[src/rtl/tbc_pkg.sv]
package tbc_pkg;
  localparam int CSR_W   = 16;
  localparam int LVL_N   = 8;
  localparam int LVL_LSB = 8;
  // bit positions inside the control word
  localparam int B_STA_A = 7;
  localparam int B_STA_B = 6;
  localparam int B_EN_A  = 3;
  localparam int B_EN_B  = 2;
  localparam int B_FRZ   = 1;
  localparam int B_CNT   = 0;
  localparam int NCH     = 2;

  typedef struct packed {
    logic [LVL_N-1:0] lvl;
    logic             en_a;
    logic             en_b;
    logic             frz_en;
    logic             cnt_en;
  } tbc_ctrl_t;

  function automatic logic [CSR_W-1:0] pack_csr(input tbc_ctrl_t c,
                                                input logic fa, input logic fb);
    logic [CSR_W-1:0] w;
    w = '0;
    w[LVL_LSB +: LVL_N] = c.lvl;
    w[B_STA_A] = fa;
    w[B_STA_B] = fb;
    w[B_EN_A]  = c.en_a;
    w[B_EN_B]  = c.en_b;
    w[B_FRZ]   = c.frz_en;
    w[B_CNT]   = c.cnt_en;
    return w;
  endfunction

  function automatic tbc_ctrl_t unpack_ctrl(input logic [CSR_W-1:0] w);
    tbc_ctrl_t c;
    c.lvl    = w[LVL_LSB +: LVL_N];
    c.en_a   = w[B_EN_A];
    c.en_b   = w[B_EN_B];
    c.frz_en = w[B_FRZ];
    c.cnt_en = w[B_CNT];
    return c;
  endfunction
endpackage

[src/rtl/tbc_counter.sv]
module tbc_counter #(
  parameter int TB_W  = 64,
  parameter int DW    = 16,
  parameter int CMP_W = 32,
  localparam int NW   = TB_W / DW
) (
  input  logic             clk,
  input  logic             rst,
  input  logic             adv_i,
  input  logic [NW-1:0]    wr_sel_i,
  input  logic [DW-1:0]    wr_data_i,
  output logic [TB_W-1:0]  tb_o,
  output logic [CMP_W-1:0] nxt_lo_o
);
  logic [TB_W-1:0] tb_q;
  logic [TB_W-1:0] tb_inc;

  assign tb_inc   = tb_q + TB_W'(1);
  assign nxt_lo_o = tb_inc[CMP_W-1:0];
  assign tb_o     = tb_q;

  always_ff @(posedge clk) begin
    if (rst) begin
      tb_q <= '0;
    end else if (adv_i) begin
      tb_q <= tb_inc;
    end else begin
      for (int w = 0; w < NW; w++) begin
        if (wr_sel_i[w]) tb_q[w*DW +: DW] <= wr_data_i;
      end
    end
  end
endmodule

[src/rtl/tbc_ref_chan.sv]
module tbc_ref_chan #(
  parameter int RW  = 32,
  parameter int DW  = 16,
  localparam int NH = RW / DW
) (
  input  logic          clk,
  input  logic          rst,
  input  logic [NH-1:0] wr_sel_i,
  input  logic [DW-1:0] wr_data_i,
  input  logic          adv_i,
  input  logic [RW-1:0] cand_i,
  input  logic          clr_i,
  output logic          flag_o,
  output logic [RW-1:0] ref_o
);
  logic [RW-1:0] ref_q;
  logic          flag_q;
  logic          hit;

  assign hit    = adv_i && (cand_i == ref_q);
  assign flag_o = flag_q;
  assign ref_o  = ref_q;

  always_ff @(posedge clk) begin
    if (rst) begin
      ref_q <= '0;
    end else begin
      for (int h = 0; h < NH; h++) begin
        if (wr_sel_i[h]) ref_q[h*DW +: DW] <= wr_data_i;
      end
    end
  end

  // a new match outranks a clearing write
  always_ff @(posedge clk) begin
    if (rst) flag_q <= 1'b0;
    else     flag_q <= hit | (flag_q & ~clr_i);
  end
endmodule

[src/rtl/tbc_irq_steer.sv]
module tbc_irq_steer #(
  parameter int NCH   = 2,
  parameter int LVL_N = 8
) (
  input  logic             clk,
  input  logic             rst,
  input  logic [NCH-1:0]   flags_i,
  input  logic [NCH-1:0]   ens_i,
  input  logic [LVL_N-1:0] lvl_i,
  output logic [LVL_N-1:0] irq_o
);
  logic             pend;
  logic [LVL_N-1:0] lvl_rev;

  assign pend = |(flags_i & ens_i);

  generate
    for (genvar k = 0; k < LVL_N; k++) begin : g_rev
      assign lvl_rev[k] = lvl_i[LVL_N-1-k];
    end
  endgenerate

  always_ff @(posedge clk) begin
    if (rst) irq_o <= '0;
    else     irq_o <= lvl_rev & {LVL_N{pend}};
  end
endmodule

[src/rtl/tbase_cmp_unit.sv]
module tbase_cmp_unit
  import tbc_pkg::*;
#(
  parameter int TB_W  = 64,
  parameter int REF_W = 32,
  parameter int DW    = 16,
  parameter int AW    = 4
) (
  input  logic             clk,
  input  logic             rst,
  input  logic             tick_i,
  input  logic             freeze_i,
  input  logic             bus_wr_i,
  input  logic [AW-1:0]    bus_addr_i,
  input  logic [DW-1:0]    bus_wdata_i,
  output logic [DW-1:0]    rd_data_o,
  output logic [LVL_N-1:0] irq_lvl_o
);
  localparam int TB_NW  = TB_W / DW;
  localparam int REF_NH = REF_W / DW;
  localparam int A_CSR  = 0;
  localparam int A_REF  = 1;
  localparam int A_TB   = A_REF + NCH * REF_NH;

  tbc_ctrl_t          ctrl_q;
  logic               cnt_en, frz_en, en_a, en_b;
  logic               wr_csr, adv;
  logic [TB_NW-1:0]   sel_tb;
  logic [REF_NH-1:0]  sel_ref [NCH];
  logic [NCH-1:0]     flags, ens;
  logic [REF_W-1:0]   ref_val [NCH];
  logic [TB_W-1:0]    tb_q;
  logic [REF_W-1:0]   tb_nxt_lo;
  logic               flag_a, flag_b;
  logic [DW-1:0]      rd_nxt;

  assign cnt_en = ctrl_q.cnt_en;
  assign frz_en = ctrl_q.frz_en;
  assign en_a   = ctrl_q.en_a;
  assign en_b   = ctrl_q.en_b;
  assign ens    = {en_b, en_a};
  assign flag_a = flags[0];
  assign flag_b = flags[1];

  assign wr_csr = bus_wr_i && (bus_addr_i == AW'(A_CSR));
  assign adv    = tick_i && cnt_en && !(frz_en && freeze_i);

  generate
    for (genvar w = 0; w < TB_NW; w++) begin : g_tbsel
      assign sel_tb[w] = bus_wr_i && !cnt_en &&
                         (bus_addr_i == AW'(A_TB + TB_NW - 1 - w));
    end
  endgenerate

  always_ff @(posedge clk) begin
    if (rst)         ctrl_q <= '0;
    else if (wr_csr) ctrl_q <= unpack_ctrl(bus_wdata_i);
  end

  tbc_counter #(.TB_W(TB_W), .DW(DW), .CMP_W(REF_W)) u_cnt (
    .clk      (clk),
    .rst      (rst),
    .adv_i    (adv),
    .wr_sel_i (sel_tb),
    .wr_data_i(bus_wdata_i),
    .tb_o     (tb_q),
    .nxt_lo_o (tb_nxt_lo)
  );

  generate
    for (genvar c = 0; c < NCH; c++) begin : g_ch
      for (genvar h = 0; h < REF_NH; h++) begin : g_sel
        assign sel_ref[c][h] = bus_wr_i &&
               (bus_addr_i == AW'(A_REF + c*REF_NH + REF_NH - 1 - h));
      end
      tbc_ref_chan #(.RW(REF_W), .DW(DW)) u_ch (
        .clk      (clk),
        .rst      (rst),
        .wr_sel_i (sel_ref[c]),
        .wr_data_i(bus_wdata_i),
        .adv_i    (adv),
        .cand_i   (tb_nxt_lo),
        .clr_i    (wr_csr && bus_wdata_i[B_STA_A - c]),
        .flag_o   (flags[c]),
        .ref_o    (ref_val[c])
      );
    end
  endgenerate

  tbc_irq_steer #(.NCH(NCH), .LVL_N(LVL_N)) u_irq (
    .clk    (clk),
    .rst    (rst),
    .flags_i(flags),
    .ens_i  (ens),
    .lvl_i  (ctrl_q.lvl),
    .irq_o  (irq_lvl_o)
  );

  always_comb begin
    rd_nxt = '0;
    if (bus_addr_i == AW'(A_CSR)) rd_nxt = pack_csr(ctrl_q, flag_a, flag_b);
    for (int c = 0; c < NCH; c++) begin
      for (int h = 0; h < REF_NH; h++) begin
        if (bus_addr_i == AW'(A_REF + c*REF_NH + REF_NH - 1 - h))
          rd_nxt = ref_val[c][h*DW +: DW];
      end
    end
    for (int w = 0; w < TB_NW; w++) begin
      if (bus_addr_i == AW'(A_TB + TB_NW - 1 - w)) rd_nxt = tb_q[w*DW +: DW];
    end
  end

  always_ff @(posedge clk) begin
    if (rst) rd_data_o <= '0;
    else     rd_data_o <= rd_nxt;
  end
endmodule

[config.mk]
export PLATFORM = sky130hd
export DESIGN_NAME = tbase_cmp_unit
export DESIGN_NICKNAME = d
export VERILOG_FILES = /design/src/rtl/tbc_pkg.sv /design/src/rtl/tbc_counter.sv /design/src/rtl/tbc_ref_chan.sv /design/src/rtl/tbc_irq_steer.sv /design/src/rtl/tbase_cmp_unit.sv
export SDC_FILE = /design/constraint.sdc
export NUM_CORES = 1
export LEC_CHECK = 0
export BUFFER_PORTS_ARGS = -buffer_cell sky130_fd_sc_hd__buf_2
export CORE_MARGIN = 10
export CORE_UTILIZATION = 45
export CTS_BUF_LIST = sky130_fd_sc_hd__clkbuf_4
export CTS_CLUSTER_SIZE = 40
export DETAILED_ROUTE_END_ITERATION = 10
export MAX_ROUTING_LAYER = met4
export PLACE_DENSITY = 0.64
export SYNTH_ARGS = -nofsm -noshare
export SYNTH_HDL_FRONTEND = slang
export SYNTH_SLANG_ARGS = --single-unit
[constraint.sdc]
create_clock -name clk -period 3.35 [get_ports clk]
set_clock_uncertainty 0.15 [all_clocks]
set_input_delay 0.335 -clock clk [delete_from_list [all_inputs] [get_ports clk]]
set_output_delay 0.335 -clock clk [all_outputs]
set_load 0.02 [all_outputs]
# == Word level (Yosys, flattened, before mapping) ==
# Index checks and enable logic that the tools add are counted.
# totals
register_bits,166
ramBits,0
n_memories,0
input_bits,25
latch_bits,0
rom_bits,0
# classes
reduce_logical,25
eq_ne,10
muxes,14
order_cmp,0
div_mod_pow,0
mul,0
shifts,0
addsub,1
bitwise,8
# op_table
cell,count
16-bit two-way mux,13
64-bit by 1-bit adder with 64-bit output (second input constant),1
32-bit equality test,2
64-bit two-way mux,1
1-bit logical AND,17
4-bit by 3-bit equality test with 1-bit output (second input constant),4
8-bit AND,1
4-bit by 2-bit equality test with 1-bit output (second input constant),2
2-bit nonzero test,4
4-bit by 1-bit equality test with 1-bit output (second input constant),1
4-bit equality test (second input constant),1
4-bit logical NOT,1
1-bit AND,2
2-bit AND,1
1-bit logical NOT,2
1-bit NOT,2
1-bit OR,2
2-bit OR reduction,1

# == Longest topological paths before layout ==
# logic_depth
word_depth,10
depth_mapped,11

# == Cells and area by module ==
# Synthesis repeated with hierarchy kept, for this count alone.
# hier_totals
hier_cells,1280
hier_area_um2,10503.8
# by_module_without_submodules
module,seq_area_each_um2,area_each_um2,instances,cells_per_inst
tbc_counter,1281.2,4699.5,1,629
tbc_ref_chan,660.6,1511.4,2,151
tbase_cmp_unit,560.5,2534.9,1,331
tbc_irq_steer,160.2,246.5,1,18

# == Least setup slack after synthesis ==
# OpenSTA, ideal clock, no wires.
# synth_path
kind,register -> register
from,"reg u_cnt.tb_q[1], in the netlist u_cnt.tb_o[1]"
to,reg g_ch[1].u_ch.flag_q
t_required_ps,3116
path_slack_ps,779
period_less_slack_ps,2571
setup_ps,84
path_buffers,0
stages_incl_launch_ff,10
t_arrival_ps,2337
path_cell_list,dfxtp_1 > ha_1 > nand3_2 > nor2_1 > nand3_1 > a2111oi_0 > nand4_1 > nor4_1 > nand3_1 > o31ai_2
# synth_between
elab_chain_len,4
# synth_rtl
element,line_no,source
"start, declared",tbc_counter.sv:15,logic [TB_W-1:0] tb_q;
"start signal, assigned",tbc_counter.sv:26,tb_q <= tb_inc;
"start signal, assigned by index",tbc_counter.sv:29,if (wr_sel_i[w]) tb_q[w*DW +: DW] <= wr_data_i;
64-bit by 1-bit adder with 64-bit output,tbc_counter.sv:18,assign tb_inc = tb_q + TB_W'(1);
32-bit equality test,tbc_ref_chan.sv:20,assign hit = adv_i && (cand_i == ref_q);
1-bit logical AND,tbc_ref_chan.sv:20,
1-bit OR,tbc_ref_chan.sv:37,else flag_q <= hit | (flag_q & ~clr_i);
"end signal, assigned",tbc_ref_chan.sv:37,
"end, declared",tbc_ref_chan.sv:17,logic flag_q;
# No other way between the ends.
# A chain may end at the register's enable or synchronous reset.

# == Worst setup path in the final report ==
# Ends and elaborated chain as after synthesis.

==> key figures <==
Run status
  – Status: complete, no violations

Routing
  – Wirelength, routed: roughly 45,000 um
  – Iteration count of the initial detailed-routing pass: 6
  – DRC violation total after the first TritonRoute iteration: about 1,500
  – Vias per inst: about 6.5
  – DRC errors left: 0
  – Antenna-violating nets left: 0
  – Vias: 11,010
  – WL/cell: between 20 and 30 um

Synth
  – Number of enable-type register cells in the synthesized netlist: 0
  – Async SR Flop Fraction: 0%
  – Most frequently used flop master after synthesis: sky130_fd_sc_hd__dfxtp_1
  – Area fraction of the dominant cell type after synthesis: 33.44%
  – Avg Cell Area, Syn: about 7.3 um2
  – Synthesized netlist net count: between 1,000 and 1,500
  – Area of the mapped netlist: 0.009938 mm2
  – Sequential cell area fraction in the yosys report: between 30 and 40%
  – Count of cell types in the netlist: 75
  – Top post-synthesis cells by area: sky130_fd_sc_hd__dfxtp_1 33%, sky130_fd_sc_hd__a21oi_1 9.2%, sky130_fd_sc_hd__nand2_1 9.0%
  – Dominant cell type by area after synthesis: sky130_fd_sc_hd__dfxtp_1
  – Leading post-synthesis cells by instance count: 239 x sky130_fd_sc_hd__nand2_1, 182 x sky130_fd_sc_hd__a21oi_1, 166 x sky130_fd_sc_hd__dfxtp_1
  – Most common cell in the netlist: sky130_fd_sc_hd__nand2_1
  – Flip-flop and latch count after synthesis: ~170
  – Synthesized instance count: roughly 1,400
  – Count of synthesis-stage warnings from yosys: 0

Die
  – Chip height: 168.6 um
  – Starting utilization of the core area: 45.68%
  – Core Rows: 54
  – Boundary Pins: between 40 and 50
  – Die boundary width: between 150 and 200 um
  – Full die area: ~0.028 mm2
  – Area of the core: 0.02176 mm2

Clocking
  – Clock slew at the register clock pins of the worst setup and hold paths: 0.20 ns
  – Max H-tree Level: 4
  – Skew-Pair Late Insertion Delay: just over 0.6 ns
  – Sinks on the clock net: 166
  – Cell at the root of the clock tree: sky130_fd_sc_hd__clkbuf_4
  – Total CTS buffers: 17
  – CTS tree: built
  – CTS max path bufs: 2

Power
  – Internal cell power: between 2000 and 3000 uW
  – Ratio of total power to cell area: 332.8 mW/mm2
  – Sequential group share of total power: between 50% and 60%
  – Clock share of power: 34.9%
  – Switching Power: 1193 uW
  – Sw Ratio: 32.09%
  – Logic gate share of total power: 10.3%
  – Leakage power total: between 0.003 and 0.004 uW
  – Maximum vdd ir drop: ~0.28 mV

Timing
  – Final period utilization: slightly above 90%
  – Setup_tns: 0 ns
  – Final Max Tran Viols: 0
  – Total count of hold-check failures in the final report: 0
  – Final setup viols: 0
  – Transition at the pin with the smallest max-transition slack: 0.9864 ns
  – Setup repair after global routing missed its margin: no
  – Maximum operating frequency: 321.4 MHz
  – Min cycle time layout: slightly above 3 ns
  – Slew Limit Headroom: roughly 34%

Global routing
  – Via count of the first global-routing pass: between 10,000 and 15,000
  – Total overflow reported by the global router: 0
  – Met2 Use GR: between 40% and 50%
  – Met1 usage: ~41%
  – Global route hottest layer: met2
  – Overall fraction of global-route tracks in use: roughly a third
  – Pin count of the biggest net entering global routing: approximately 110
  – Antenna violations before repair: 3
  – Met3 usage in global routing: under 10%
  – First-pass GRT wire length: roughly 66,000 um

Worst hold path
  – Hold-critical path endpoint: g_ch[0].u_ch.ref_o[10]$_SDFFE_PP0P_
  – Depth of the worst hold-timing path: 3
  – Type of the most critical hold path: in2reg
  – Worst Hold Launch: bus_wdata_i[10]

Worst setup path
  – Arrival time of the worst setup path: between 3 and 4 ns
  – Worst flop-to-flop path endpoint: g_ch[1].u_ch.flag_o$_SDFF_PP0_
  – Worst Path Class, Setup: reg2reg
  – Launching point of the worst reg2reg path: u_cnt.tb_o[1]$_SDFFE_PP0P_
  – Top fanout value on the critical path: 7
  – Kind of launch point of the worst setup path: register
  – Depth of the worst register-to-register path: 10
  – Category of the worst setup path capture point: register
  – Required time reported for the critical path endpoint: approximately 3.8 ns
  – Worst-case register-to-register setup slack: approximately 0.24 ns

Cells and area
  – Total Nets Final: roughly 1,400
  – Area delta synth->final: 12.44%
  – Fraction of final layout cells sized beyond drive strength 1: 13.81%
  – Final core utilization: 51.36%

Placement
  – Count of buffers from port buffering: 48
  – GPL Wtd Cong: around 1
  – Sum of net half-perimeters after detailed placement: 33,140 um

Run
  – Reported max-cap violation count: 0
-- registers in the layout (all words and copies together) (netlist names) --
name	flops
g_ch.u_ch.ref_o	64
en_b	1
en_a	1
ctrl_q	8
frz_en	1
u_irq.irq_o	8
cnt_en	1
u_cnt.tb_o	64
g_ch.u_ch.flag_o	2
rd_data_o	16
-- worst max-delay path, stage by stage, from the launching register on --
cell and delay, ns:
sky130_fd_sc_hd__dfxtp_1 0.44, sky130_fd_sc_hd__ha_1 0.37, sky130_fd_sc_hd__nand3_1 0.23, sky130_fd_sc_hd__xor2_1 0.29, sky130_fd_sc_hd__xnor2_1 0.16, sky130_fd_sc_hd__a2111oi_1 0.40
sky130_fd_sc_hd__buf_4 0.19, sky130_fd_sc_hd__nand4_1 0.11, sky130_fd_sc_hd__nor4_1 0.37, sky130_fd_sc_hd__nand3_1 0.14, sky130_fd_sc_hd__o31ai_2 0.24
-- layout make-up --
type / count / area [um2]
Sequential cell: 166 / 3323
Fill cell: 2223 / 10580
Clock inverter: 15 / 162.7
Tap cell: 280 / 350.3
Inverter: 14 / 52.55
Timing Repair Buffer: 149 / 1094
Clock buffer: 17 / 127.6
Multi-Input combinational cell: 1058 / 6057
Antenna cell: 3 / 7.507
-- power by group through the flow --
stage	combinational, uW	clock [uW]	sequential [uW]
2_1_floorplan	199	0	2070
3_3_place_gp	356	0	2080
3_5_place_dp	355	0	2080
4_1_cts	371	1310	2040
5_1_grt	401	1380	2040
6_report	382	1300	2040
-- how the worst max path moves through the flow --
stage | startpoint | slack (ns) | end | cells past startpoint
6_report | u_cnt.tb_o[1]$_SDFFE_PP0P_ | 0.24 | g_ch[1].u_ch.flag_o$_SDFF_PP0_ | 10
5_1_grt | u_cnt.tb_o[1]$_SDFFE_PP0P_ | 0.05 | g_ch[1].u_ch.flag_o$_SDFF_PP0_ | 10
4_1_cts | u_cnt.tb_o[0]$_SDFFE_PP0P_ | 0.21 | g_ch[1].u_ch.flag_o$_SDFF_PP0_ | 10
3_5_place_dp | u_cnt.tb_o[1]$_SDFFE_PP0P_ | 0.19 | g_ch[1].u_ch.flag_o$_SDFF_PP0_ | 10
3_3_place_gp | u_cnt.tb_o[9]$_SDFFE_PP0P_ | 0.25 | g_ch[1].u_ch.flag_o$_SDFF_PP0_ | 9
2_1_floorplan | u_cnt.tb_o[1]$_SDFFE_PP0P_ | 0.78 | g_ch[1].u_ch.flag_o$_SDFF_PP0_ | 9
-- stage by stage --
step	area (um2)	hold slack [ns]	total power [uW]	std cells	worst slack, ns
floorplan	9938	0.2855	2274	1361	0.7786
global placement	10700	0.3076	2433	1650	0.2538
detailed placement	10700	0.3162	2434	1650	0.1892
CTS	11160	0.004778	3718	1699	0.2100
global route	11170	0.003948	3823	1702	0.05497
finish	11170	0.03462	3719	1702	0.2384
-- layer usage --
metal,up-vias,routed length (um)
li1,4961,-
met1,5309,18990
met2,620,19530
met3,120,4321
met4,0,2294
met5,-,0
-- cell families (layout without fill, tap and decap cells) --
| kind of cell | Yosys count | in the layout | synth area share, % |
|---|---|---|---|
| and+or+nand+nor | 575 | 575 | 28.60 |
| AOI/OAI and AO/OA | 393 | 393 | 24.00 |
| DFF | 166 | 166 | 33.44 |
| buffers and inverters | 137 | 195 | 5.930 |
| xor gates and xnor gates | 85 | 85 | 7.491 |
| muxes | 4 | 4 | 0.4155 |
| adders and majority gates | 1 | 1 | 0.1259 |
| other | 0 | 3 | 0 |
-- placed cells by master, fill, tap and decap left out, types with 17 or more instances in the layout --
master	netlist	layout
sky130_fd_sc_hd__nand2_1	239	239
sky130_fd_sc_hd__a21oi_1	182	181
sky130_fd_sc_hd__dfxtp_1	166	166
sky130_fd_sc_hd__nor2_1	108	108
sky130_fd_sc_hd__buf_4	12	81
sky130_fd_sc_hd__o21ai_0	70	70
sky130_fd_sc_hd__xnor2_1	57	57
sky130_fd_sc_hd__buf_2	16	47
sky130_fd_sc_hd__nand3_1	38	37
sky130_fd_sc_hd__nor3_1	33	31
sky130_fd_sc_hd__xor2_1	28	28
sky130_fd_sc_hd__a22oi_1	27	27
sky130_fd_sc_hd__nand4_1	26	26
sky130_fd_sc_hd__a31oi_1	23	23
sky130_fd_sc_hd__nor4_1	22	21
sky130_fd_sc_hd__and3_1	19	19
sky130_fd_sc_hd__clkbuf_4	0	17
sky130_fd_sc_hd__dlygate4sd3_1	0	17
-- timing repair --
item / 4_1_cts / 5_1_grt
hold buffers: 17 / 0
hold endpoints to repair: 58 / 0
setup buffers: 0 / 0
gates resized for setup: 0 / 2
setup endpoints to repair: 0 / 2
Power figures use the tool's default switching activity.
